File: src/rtl/rtc_cal_pkg.sv
// Shared types, field layout and calendar helper functions for the
// calendar counter chain. Assumes plain binary storage of every field.
package rtc_cal_pkg;

    localparam int ADDR_W = 4;
    localparam int DATA_W = 8;

    // Register addresses
    localparam logic [ADDR_W-1:0] A_CENTI = 4'd0;
    localparam logic [ADDR_W-1:0] A_SEC   = 4'd1;
    localparam logic [ADDR_W-1:0] A_MIN   = 4'd2;
    localparam logic [ADDR_W-1:0] A_HOUR  = 4'd3;
    localparam logic [ADDR_W-1:0] A_DOW   = 4'd4;
    localparam logic [ADDR_W-1:0] A_DATE  = 4'd5;
    localparam logic [ADDR_W-1:0] A_MON   = 4'd6;
    localparam logic [ADDR_W-1:0] A_YEAR  = 4'd7;
    localparam logic [ADDR_W-1:0] A_CMD   = 4'd8;

    // Command word bit positions
    localparam int CMD_RUN_BIT  = 0;
    localparam int CMD_TEST_BIT = 1;
    localparam int CMD_H24_BIT  = 2;
    localparam int CMD_RATE_LSB = 4;

    typedef struct packed {
        logic [6:0] year;
        logic [3:0] mon;
        logic [4:0] date;
        logic [2:0] dow;
        logic [4:0] hour;   // always held as 0..23
        logic [5:0] min;
        logic [5:0] sec;
        logic [6:0] centi;
    } rtc_time_t;

    localparam rtc_time_t RTC_TIME_RESET = '{
        year: 7'd0, mon: 4'd1, date: 5'd1, dow: 3'd0,
        hour: 5'd0, min: 6'd0, sec: 6'd0, centi: 7'd0
    };

    // Length of a month; every fourth year has a 29-day February
    function automatic logic [4:0] days_in_month(input logic [3:0] mon,
                                                 input logic [6:0] year);
        case (mon)
            4'd2:                   return (year[1:0] == 2'b00) ? 5'd29 : 5'd28;
            4'd4, 4'd6, 4'd9, 4'd11: return 5'd30;
            default:                return 5'd31;
        endcase
    endfunction

    // Present a 0..23 hour in the selected register format
    function automatic logic [7:0] hour_to_reg(input logic [4:0] h24,
                                               input logic mode24);
        logic [4:0] h;
        logic       pm;
        if (mode24) return {3'b000, h24};
        pm = (h24 >= 5'd12);
        h  = pm ? (h24 - 5'd12) : h24;
        if (h == 5'd0) h = 5'd12;
        return {pm, 2'b00, h};
    endfunction

    // Convert a written hours byte into the 0..23 stored form
    function automatic logic [4:0] hour_from_reg(input logic [7:0] d,
                                                 input logic mode24);
        logic [4:0] base;
        if (mode24) return d[4:0];
        base = (d[3:0] == 4'd12) ? 5'd0 : {1'b0, d[3:0]};
        return d[7] ? (base + 5'd12) : base;
    endfunction

endpackage

File: src/rtl/rtc_prescaler.sv
// Fractional prescaler: turns crystal-rate enable pulses into a 100 Hz
// tick. A phase accumulator adds SUB_HZ per pulse and wraps at the
// selected crystal rate, giving SUB_HZ pulses per second on average;
// a modulo-TICK_DIV counter then gives the tick. In test mode every
// crystal pulse is a tick. Assumes rate and test change only while stopped.
module rtc_prescaler #(
    parameter int OSC_BASE_HZ = 32768,
    parameter int SUB_HZ      = 4000,
    parameter int TICK_DIV    = 40
) (
    input  logic       clk,
    input  logic       rst_n,
    input  logic       osc_en,
    input  logic       run,
    input  logic       test,
    input  logic [1:0] rate_sel,
    output logic       tick
);
    localparam int MAX_HZ = OSC_BASE_HZ * 128;
    localparam int ACC_W  = $clog2(MAX_HZ) + 1;
    localparam int DIV_W  = $clog2(TICK_DIV);

    logic [ACC_W-1:0] acc_q;
    logic [ACC_W-1:0] acc_sum;
    logic [ACC_W-1:0] rate_hz;
    logic [DIV_W-1:0] div_q;
    logic             sub_pulse;

    // Select the crystal rate: base, or base times 32, 64 or 128
    always_comb begin
        case (rate_sel)
            2'd0:    rate_hz = ACC_W'(OSC_BASE_HZ);
            2'd1:    rate_hz = ACC_W'(OSC_BASE_HZ) << 5;
            2'd2:    rate_hz = ACC_W'(OSC_BASE_HZ) << 6;
            default: rate_hz = ACC_W'(OSC_BASE_HZ) << 7;
        endcase
        acc_sum   = acc_q + ACC_W'(SUB_HZ);
        sub_pulse = (acc_sum >= rate_hz);
    end

    // Advance the accumulator and tick divider on each crystal pulse
    always_ff @(posedge clk) begin
        if (!rst_n || !run) begin
            acc_q <= '0;
            div_q <= '0;
            tick  <= 1'b0;
        end else begin
            tick <= 1'b0;
            if (osc_en) begin
                if (test) begin
                    tick <= 1'b1;
                end else begin
                    acc_q <= sub_pulse ? (acc_sum - rate_hz) : acc_sum;
                    if (sub_pulse) begin
                        if (div_q == DIV_W'(TICK_DIV - 1)) begin
                            div_q <= '0;
                            tick  <= 1'b1;
                        end else begin
                            div_q <= div_q + 1'b1;
                        end
                    end
                end
            end
        end
    end

endmodule

File: src/rtl/rtc_tick_hold.sv
// Defers a tick that meets a bus strobe until the strobe ends, so a
// counter never moves while being read or written. Holds one tick;
// strobes are assumed shorter than one tick period.
module rtc_tick_hold (
    input  logic clk,
    input  logic rst_n,
    input  logic run,
    input  logic tick,
    input  logic hold,
    output logic adv
);
    logic pending_q;

    assign adv = (tick | pending_q) & ~hold & run;

    // Remember a tick that could not be applied this cycle
    always_ff @(posedge clk) begin
        if (!rst_n) pending_q <= 1'b0;
        else        pending_q <= run & (tick | pending_q) & hold;
    end

endmodule

File: src/rtl/rtc_time_chain.sv
// The eight cascaded time and calendar counters. A write loads one
// field (unused bits dropped); otherwise an advance steps hundredths
// and ripples carries up to the year. Wrap tests use >= so software
// loads of out-of-range values recover on the next carry.
module rtc_time_chain
    import rtc_cal_pkg::*;
(
    input  logic              clk,
    input  logic              rst_n,
    input  logic              adv,
    input  logic              wr_en,
    input  logic [ADDR_W-1:0] addr,
    input  logic [DATA_W-1:0] wr_data,
    input  logic              mode24,
    output rtc_time_t         now_t
);
    rtc_time_t now_q;
    rtc_time_t nxt;
    logic      c_wrap, s_wrap, m_wrap, h_wrap, d_wrap, mo_wrap;
    logic      to_sec, to_min, to_hour, to_day, to_mon, to_year;

    // Carry network and next value for one hundredth step
    always_comb begin
        c_wrap  = (now_q.centi >= 7'd99);
        s_wrap  = (now_q.sec   >= 6'd59);
        m_wrap  = (now_q.min   >= 6'd59);
        h_wrap  = (now_q.hour  >= 5'd23);
        d_wrap  = (now_q.date  >= days_in_month(now_q.mon, now_q.year));
        mo_wrap = (now_q.mon   >= 4'd12);
        to_sec  = c_wrap;
        to_min  = to_sec  & s_wrap;
        to_hour = to_min  & m_wrap;
        to_day  = to_hour & h_wrap;
        to_mon  = to_day  & d_wrap;
        to_year = to_mon  & mo_wrap;

        nxt       = now_q;
        nxt.centi = c_wrap ? 7'd0 : now_q.centi + 7'd1;
        if (to_sec)  nxt.sec  = s_wrap ? 6'd0 : now_q.sec + 6'd1;
        if (to_min)  nxt.min  = m_wrap ? 6'd0 : now_q.min + 6'd1;
        if (to_hour) nxt.hour = h_wrap ? 5'd0 : now_q.hour + 5'd1;
        if (to_day) begin
            nxt.dow  = (now_q.dow >= 3'd6) ? 3'd0 : now_q.dow + 3'd1;
            nxt.date = d_wrap ? 5'd1 : now_q.date + 5'd1;
        end
        if (to_mon)  nxt.mon  = mo_wrap ? 4'd1 : now_q.mon + 4'd1;
        if (to_year) nxt.year = (now_q.year >= 7'd99) ? 7'd0 : now_q.year + 7'd1;
    end

    // Load a field on write, otherwise step on an advance
    always_ff @(posedge clk) begin
        if (!rst_n) begin
            now_q <= RTC_TIME_RESET;
        end else if (wr_en) begin
            case (addr)
                A_CENTI: now_q.centi <= wr_data[6:0];
                A_SEC:   now_q.sec   <= wr_data[5:0];
                A_MIN:   now_q.min   <= wr_data[5:0];
                A_HOUR:  now_q.hour  <= hour_from_reg(wr_data, mode24);
                A_DOW:   now_q.dow   <= wr_data[2:0];
                A_DATE:  now_q.date  <= wr_data[4:0];
                A_MON:   now_q.mon   <= wr_data[3:0];
                A_YEAR:  now_q.year  <= wr_data[6:0];
                default: ;
            endcase
        end else if (adv) begin
            now_q <= nxt;
        end
    end

    assign now_t = now_q;

endmodule

File: src/rtl/rtc_read_port.sv
// Read side of the register port. On the rising edge of the read
// strobe it registers the addressed byte; an access to the hundredths
// address also copies all counters into the snapshot that later reads
// of the other counters return.
module rtc_read_port
    import rtc_cal_pkg::*;
(
    input  logic              clk,
    input  logic              rst_n,
    input  logic              rd_stb,
    input  logic [ADDR_W-1:0] addr,
    input  rtc_time_t         now_t,
    input  logic              mode24,
    output logic [DATA_W-1:0] rd_data
);
    rtc_time_t         snap_q;
    logic              rd_q;
    logic [DATA_W-1:0] snap_byte;

    // Format the addressed snapshot field, zero-filling unused bits
    always_comb begin
        case (addr)
            A_SEC:   snap_byte = {2'b00, snap_q.sec};
            A_MIN:   snap_byte = {2'b00, snap_q.min};
            A_HOUR:  snap_byte = hour_to_reg(snap_q.hour, mode24);
            A_DOW:   snap_byte = {5'b00000, snap_q.dow};
            A_DATE:  snap_byte = {3'b000, snap_q.date};
            A_MON:   snap_byte = {4'b0000, snap_q.mon};
            A_YEAR:  snap_byte = {1'b0, snap_q.year};
            default: snap_byte = '0;
        endcase
    end

    // Capture read data and the snapshot on a new read strobe
    always_ff @(posedge clk) begin
        if (!rst_n) begin
            rd_q    <= 1'b0;
            snap_q  <= RTC_TIME_RESET;
            rd_data <= '0;
        end else begin
            rd_q <= rd_stb;
            if (rd_stb && !rd_q) begin
                if (addr == A_CENTI) begin
                    snap_q  <= now_t;
                    rd_data <= {1'b0, now_t.centi};
                end else begin
                    rd_data <= snap_byte;
                end
            end
        end
    end

endmodule

File: src/rtl/rtc_calendar_chain.sv
// Top of the calendar counter chain: command word, prescaler, tick
// deferral, counter chain and read port. Assumes osc_en pulses for one
// cycle per crystal period and write pulses last one cycle.
module rtc_calendar_chain
    import rtc_cal_pkg::*;
#(
    parameter int OSC_BASE_HZ = 32768,
    parameter int SUB_HZ      = 4000,
    parameter int TICK_DIV    = 40
) (
    input  logic              clk,
    input  logic              rst_n,
    input  logic              osc_en,
    input  logic              rd_stb,
    input  logic              wr_en,
    input  logic [ADDR_W-1:0] addr,
    input  logic [DATA_W-1:0] wr_data,
    output logic [DATA_W-1:0] rd_data
);
    logic       cmd_run, cmd_test, cmd_h24;
    logic [1:0] cmd_rate;
    logic       tick_raw, tick_adv;
    rtc_time_t  now_t;

    // Command word: write-only control bits
    always_ff @(posedge clk) begin
        if (!rst_n) begin
            cmd_run  <= 1'b0;
            cmd_test <= 1'b0;
            cmd_h24  <= 1'b0;
            cmd_rate <= 2'd0;
        end else if (wr_en && addr == A_CMD) begin
            cmd_run  <= wr_data[CMD_RUN_BIT];
            cmd_test <= wr_data[CMD_TEST_BIT];
            cmd_h24  <= wr_data[CMD_H24_BIT];
            cmd_rate <= wr_data[CMD_RATE_LSB +: 2];
        end
    end

    rtc_prescaler #(
        .OSC_BASE_HZ (OSC_BASE_HZ),
        .SUB_HZ      (SUB_HZ),
        .TICK_DIV    (TICK_DIV)
    ) u_presc (
        .clk      (clk),
        .rst_n    (rst_n),
        .osc_en   (osc_en),
        .run      (cmd_run),
        .test     (cmd_test),
        .rate_sel (cmd_rate),
        .tick     (tick_raw)
    );

    rtc_tick_hold u_hold (
        .clk   (clk),
        .rst_n (rst_n),
        .run   (cmd_run),
        .tick  (tick_raw),
        .hold  (rd_stb | wr_en),
        .adv   (tick_adv)
    );

    rtc_time_chain u_chain (
        .clk     (clk),
        .rst_n   (rst_n),
        .adv     (tick_adv),
        .wr_en   (wr_en),
        .addr    (addr),
        .wr_data (wr_data),
        .mode24  (cmd_h24),
        .now_t   (now_t)
    );

    rtc_read_port u_rd (
        .clk     (clk),
        .rst_n   (rst_n),
        .rd_stb  (rd_stb),
        .addr    (addr),
        .now_t   (now_t),
        .mode24  (cmd_h24),
        .rd_data (rd_data)
    );

endmodule

File: config.mk
export PLATFORM = sky130hd
export DESIGN_NAME = rtc_calendar_chain
export DESIGN_NICKNAME = d
export VERILOG_FILES = /design/src/rtl/rtc_cal_pkg.sv /design/src/rtl/rtc_prescaler.sv /design/src/rtl/rtc_tick_hold.sv /design/src/rtl/rtc_time_chain.sv /design/src/rtl/rtc_read_port.sv /design/src/rtl/rtc_calendar_chain.sv
export SDC_FILE = /design/constraint.sdc
export NUM_CORES = 1
export LEC_CHECK = 0
export ABC_AREA = 1
export BUFFER_PORTS_ARGS = -buffer_cell sky130_fd_sc_hd__buf_2
export CORE_MARGIN = 1.5
export CORE_UTILIZATION = 45
export CTS_BUF_LIST = sky130_fd_sc_hd__clkbuf_8 sky130_fd_sc_hd__clkbuf_16
export CTS_CLUSTER_SIZE = 24
export DETAILED_ROUTE_END_ITERATION = 7
export GPL_TIMING_DRIVEN = 0
export PLACE_DENSITY_LB_ADDON = 0.12
export SETUP_SLACK_MARGIN = 0.5
export SKIP_CTS_REPAIR_TIMING = 1
export SLEW_MARGIN = 20
export SYNTH_ARGS = -nofsm -noshare
export SYNTH_HDL_FRONTEND = slang
export SYNTH_SLANG_ARGS = --single-unit
File: constraint.sdc
create_clock -name clk -period 3.84 [get_ports clk]
set_clock_uncertainty 0.1 [all_clocks]
set_input_delay 0.384 -clock clk [delete_from_list [all_inputs] [get_ports clk]]
set_output_delay 0.384 -clock clk [all_outputs]
set_load 0.05 [all_outputs]
=== After elaboration in Yosys (flattened, before gate mapping) ===
Index checks and enable logic that the tools add are counted.

* Bits in registers: 124
* Input bits: 17
* Logic and storage cells: 163

* Add/sub/neg operators: 13
* Magnitude comparators: 10
* Eq/ne operators: 25
* Multiplexer cells: 46
* Bitwise operators: 14
* Reduce and logical (&&, ||, !) cells: 30

{| class="wikitable"
|+ Operators with widths
! operator !! count
|-
| $mux 43 || 2
|-
| $pmux 23 s3 || 1
|-
| $pmux 8 s7 || 1
|-
| $mux 5 || 10
|-
| $mux 6 || 7
|-
| $mux 7 || 5
|-
| $mux 8 || 4
|-
| $eq 4x3->1 const B || 6
|-
| $reduce_and 3->1 || 8
|-
| $add 23x12->23 const B || 1
|-
| $ge 23x23->1 || 1
|-
| $mux 23 || 1
|-
| $sub 23x23->23 || 1
|-
| $add 6x1->6 const B || 3
|-
| $eq 4x4->1 const B || 4
|-
| $mux 4 || 4
|-
| $ne 2x1->1 const B || 8
|-
| $add 7x1->7 const B || 2
|-
| $ge 7x7->1 const B || 2
|-
| $reduce_bool 2->1 || 7
|-
| $eq 4x2->1 const B || 3
|-
| $ge 6x6->1 const B || 2
|-
| $add 5x1->5 const B || 2
|-
| $pmux 5 s2 || 1
|-
| other kinds (27) || 52
|}

=== Depth between registers and ports, before layout ===
* Word-level depth: 9
* Gate-level depth with buffers: 19
* Mapped depth without buffers: 18

=== Modules after synthesis ===
A second synthesis with hierarchy kept.

* Cell total of the unflattened synthesis: 1150
* Area total of the unflattened synthesis: 7564.8 um2

{| class="wikitable"
|+ Modules (own cells, without submodules)
! module !! instances !! cells an instance !! area an instance (um2)
|-
| rtc_time_chain || 1 || 467 || 3024.2
|-
| rtc_prescaler || 1 || 339 || 2160.8
|-
| rtc_read_port || 1 || 299 || 2074.5
|-
| rtc_calendar_chain || 1 || 40 || 265.3
|-
| rtc_tick_hold || 1 || 5 || 40.0
|}

=== Worst setup path after synthesis ===
OpenSTA, ideal clock, no wires.

* Kind: register -> register
* Start: register u_presc.acc_q[5]
* End: register u_presc.tick
* Arrival: 2521 ps
* Data required time: 3609 ps
* Slack: 1088 ps
* Cell stages (with the launch flop): 18
* Path buffers: 1
* Period minus slack after synthesis: 2752 ps
* Cell sequence: dfxtp_1 -> ha_1 -> nor2_2 -> nand3_2 -> nand2_1 -> or3_1 -> xor2_1 -> inv_1 -> ha_1 -> nand2_1 -> inv_1 -> nand2_1 -> nand2_1 -> nor2_4 -> nand2_4 -> buf_8 -> a21oi_1 -> nor3_2

* Longest elaborated chain between the ends: 4

{| class="wikitable"
|+ RTL lines
! element !! RTL line !! source
|-
| start: declaration || rtc_prescaler.sv:23 || <nowiki>logic [ACC_W-1:0] acc_q;</nowiki>
|-
| start signal: assignment || rtc_prescaler.sv:53 || <nowiki>acc_q <= sub_pulse ? (acc_sum - rate_hz) : acc_sum;</nowiki>
|-
| $add 23x12->23 || rtc_prescaler.sv:37 || <nowiki>acc_sum = acc_q + ACC_W'(SUB_HZ);</nowiki>
|-
| $ge 23x23->1 || rtc_prescaler.sv:38 || <nowiki>sub_pulse = (acc_sum >= rate_hz);</nowiki>
|-
| $mux 1 || rtc_prescaler.sv:54 || <nowiki>if (sub_pulse) begin</nowiki>
|-
| $mux 1 || rtc_prescaler.sv:50 || <nowiki>if (test) begin</nowiki>
|-
| end signal: assignment || rtc_prescaler.sv:48 || <nowiki>tick <= 1'b0;</nowiki>
|-
| end signal: assignment || rtc_prescaler.sv:51 || <nowiki>tick <= 1'b1;</nowiki>
|-
| end signal: assignment || rtc_prescaler.sv:57 || <nowiki>tick <= 1'b1;</nowiki>
|-
| end: declaration || rtc_prescaler.sv:17 || <nowiki>output logic tick</nowiki>
|}

No other way between the ends.
A chain may end at the register's enable or synchronous reset.

=== Worst setup path after layout ===
Ends and elaborated chain as after synthesis.

==> metrics.md <==
| Metric | Value |
|---|---|
| Outcome | completed |
| Clk sink count | between 100 and 150 |
| Num CTS Buffers | 17 |
| Flops & latches, synth | 119 |
| Crit path cell chain | ha_2 > nor2_2 > nand3_2 > nand2_1 > or3_1 > xor2_1 > inv_1 > ha_1 > nand2_1 > inv_1 > nand2_1 > nand2_1 > nor2_4 > nand2_4 > buf_8 > a21oi_1 > nor3_2 |
| Worst path arrival time | 3.30 ns |
| Syn Std Cell Area | between 6000 and 7000 um^2 |
| # IOs | 25 |
| Largest net degree at the start of global routing | 17 |
| Int Power | ~2.4 mW |
| Peak VDD IR | 0.000321 V |
| Pre-antenna DRT Iters | 6 |
| Tcrit/Tclk final | 0.810 |
| Most frequent cells in the layout | nand2_1 (148), inv_1 (123), o21ai_0 (122) |
| Routed WL per cell | 17.1 um |
| Combinational power share | 0.072 |
| Routing usage on met1 | 0.398 |
| Place WS | 0.713 ns |
| Hpwl dp | between 10,000 and 15,000 um |
| Die X | around 130 um |
| Slew Limit Fails | 0 |
| WP buf/inv | 3 |
| CTS tree | done |
| Initial drt markers | 609 |
| # H-tree levels | 4 |
| Final setup TNS | 0 ns |
| Worst Tran Pin Value | about 0.77 ns |
| DRC | 0 |
| Initial antenna violation count | 0 |
| Critical Path RT | 4.02 ns |
| Slowest CP cell | dfxtp_1 |
| Worst setup SP type | flop |
| Routed Antenna Nets | 0 |
| Number of synthesized flops with an enable pin | 0 |
| Leak | 3.35 nW |
| Final design utilization | 0.529 |
| Met2 usage | 0.405 |
| CORE AREA | 14,500 um^2 |
| Pwr/cell area | 404 nW/um^2 |
| Clock latency on the worst-skew pair | ~0.42 ns |
| Initial Util | 0.461 |
| Final setup violating endpoints | 0 |
| Fin cells | 1,212 |
| Full die area | 15,600 um^2 |
| Crit Path Class | flop to flop |
| DR vias/cell | 5.59 |
| Syn_nets | about 1,000 |
| Max incr delay on CP | between 0.3 and 0.4 ns |
| First-pass GRT wire length | approximately 33,000 um |
| CP top delay family | simple AND/OR/NAND/NOR gates |
| Net switching fraction of the power | 0.242 |
| Worst-path clk slew | 0.05 ns |
| P_sw | roughly 0.75 mW |
| Inst Count DP | 1,175 |
| Max-Cap Viols | 0 |
| Worst setup margin | 0.728 ns |
| Num rows | 44 |
| Top FF cell, synth | dfxtp_1 |
| Critical path capture point type | flop |
| Worst slew margin | 0.486 |
| Sequential Power Share | 0.410 |
| Worst hold margin | around 0.13 ns |
| GR Overflow Total | 0 |
| Syn Inst Count | between 900 and 1,000 |
| Fraction of layout cells with a size suffix above 1 | 0.0963 |
| Final wirelength | 20,800 um |
| Post-synth cell types | 43 |
| CP dominant cell by count | nand2_1 |
| Hold Crit Class | input port to flop |
| GRT Max-Usage Layer | met2 |
| Avg Inst Size Synth | about 6.9 um^2 |
| Clock power frac | 0.518 |
| Die Span Y | between 100 and 150 um |
| Ant. Diodes | 0 |
| Final nets | 1,056 |
| Synth-to-Final Area Change | 14.8% |
| GR Layer Usage met3 | 0.0595 |
| Sequential-to-total area share from yosys stat | 0.356 |
| YS warnings | 0 |
| Unrepaired setup endpoints after global routing | false |
| Number of global-route vias before repair | 6,238 |
| Vias | 6,778 |
| GRT Total Usage | 0.272 |
| Final hold violations | 0 |
| Root buf cell | clkbuf_16 |
| Minimum clock period | 3.11 ns |
| Critical-path maximum fanout | 10 |
| Placer's final routability congestion estimate | 0.960 |
| Most common library cell in the layout ignoring fill and taps | nand2_1 |
| Number of port buffers | 24 |
| Worst-case clock buffer depth | 2 |
| Fmax | 321 MHz |
| Async SR Flop Fraction | 0 |
==> registers in the layout, summed over array words and instances (netlist names) <==
name	flops
u_rd.rd_data	8
u_presc.div_q	6
u_presc.acc_q	18
cmd_h24	1
cmd_run	1
cmd_rate	2
u_presc.tick	1
u_hold.pending_q	1
u_rd.snap_q	36
u_rd.rd_q	1
cmd_test	1
u_chain.now_t	43
==> final cells by class <==
cell class / instances / area, um^2
tap: 184 / 230
buffer: 28 / 121
clock inverter: 13 / 139
inverter: 126 / 473
fill: 1487 / 6850
timing repair buffer: 29 / 158
sequential: 119 / 2380
clock buffer: 19 / 453
multi-input combinational: 694 / 3730
==> power groups by stage <==
stage	combinational (mW)	sequential, mW	clock, mW
after floorplan	0.132	1.30	0
after CTS	0.216	1.27	1.63
after detailed placement	0.214	1.30	0
final	0.223	1.27	1.61
after global placement	0.214	1.30	0
after global routing	0.247	1.27	1.68
==> Yosys cell counts, types with 5 or more instances <==
library cell / number / area share
inv_1: 119 / 0.067
clkbuf_1: 21 / 0.012
xnor2_1: 5 / 0.0065
nor2_1: 112 / 0.063
nand3_2: 9 / 0.013
dfxtp_1: 119 / 0.36
a221oi_1: 5 / 0.0065
nand2_1: 149 / 0.084
o211ai_1: 12 / 0.013
a31oi_1: 25 / 0.023
o21ai_0: 122 / 0.091
a21oi_1: 78 / 0.058
nor3_1: 6 / 0.0045
ha_1: 24 / 0.045
nand2_2: 7 / 0.0065
xor2_1: 20 / 0.026
a22oi_1: 6 / 0.0067
nand4_1: 15 / 0.014
nand3_1: 62 / 0.046
==> stage by stage <==
step	total power, mW	cell area [um^2]
after global placement	1.51	7050
after global routing	3.20	7690
after CTS	3.12	7640
after detailed placement	1.51	7050
after floorplan	1.43	6700
final	3.10	7690
==> routing by layer <==
metal / wire length, um / vias to the layer above
li1: - / 3370
met5: 0 / -
met3: 1640 / 19
met1: 10000 / 3141
met4: 226 / 0
met2: 8890 / 248
==> worst min-delay path: stages <==
cell and delay, ns:
buf_2 0.09, inv_1 0.07, nor3_2 0.05
==> cells by family (layout without fill, tap and decap cells) <==
family | Yosys count | in the layout | share of synthesized area
compound gates | 268 | 268 | 0.223
xor+xnor | 25 | 25 | 0.0327
fa+ha+maj | 24 | 24 | 0.0448
buf+inv | 154 | 215 | 0.0887
flops | 119 | 119 | 0.356
simple gates | 377 | 377 | 0.255
==> worst paths after layout <==
check | slack, ns | depth (start not counted) | start | endpoint
min reg2reg | 0.36 | 2 | cmd_test$_SDFFE_PN0P_ | cmd_test$_SDFFE_PN0P_
max reg2reg | 0.73 | 17 | u_presc.acc_q[5]$_SDFFE_PP0P_ | u_presc.tick$_SDFF_PP0_
min | 0.13 | 3 | osc_en | u_presc.tick$_SDFF_PP0_
max | 0.73 | 17 | u_presc.acc_q[5]$_SDFFE_PP0P_ | u_presc.tick$_SDFF_PP0_
Power figures use the tool's default switching activity.
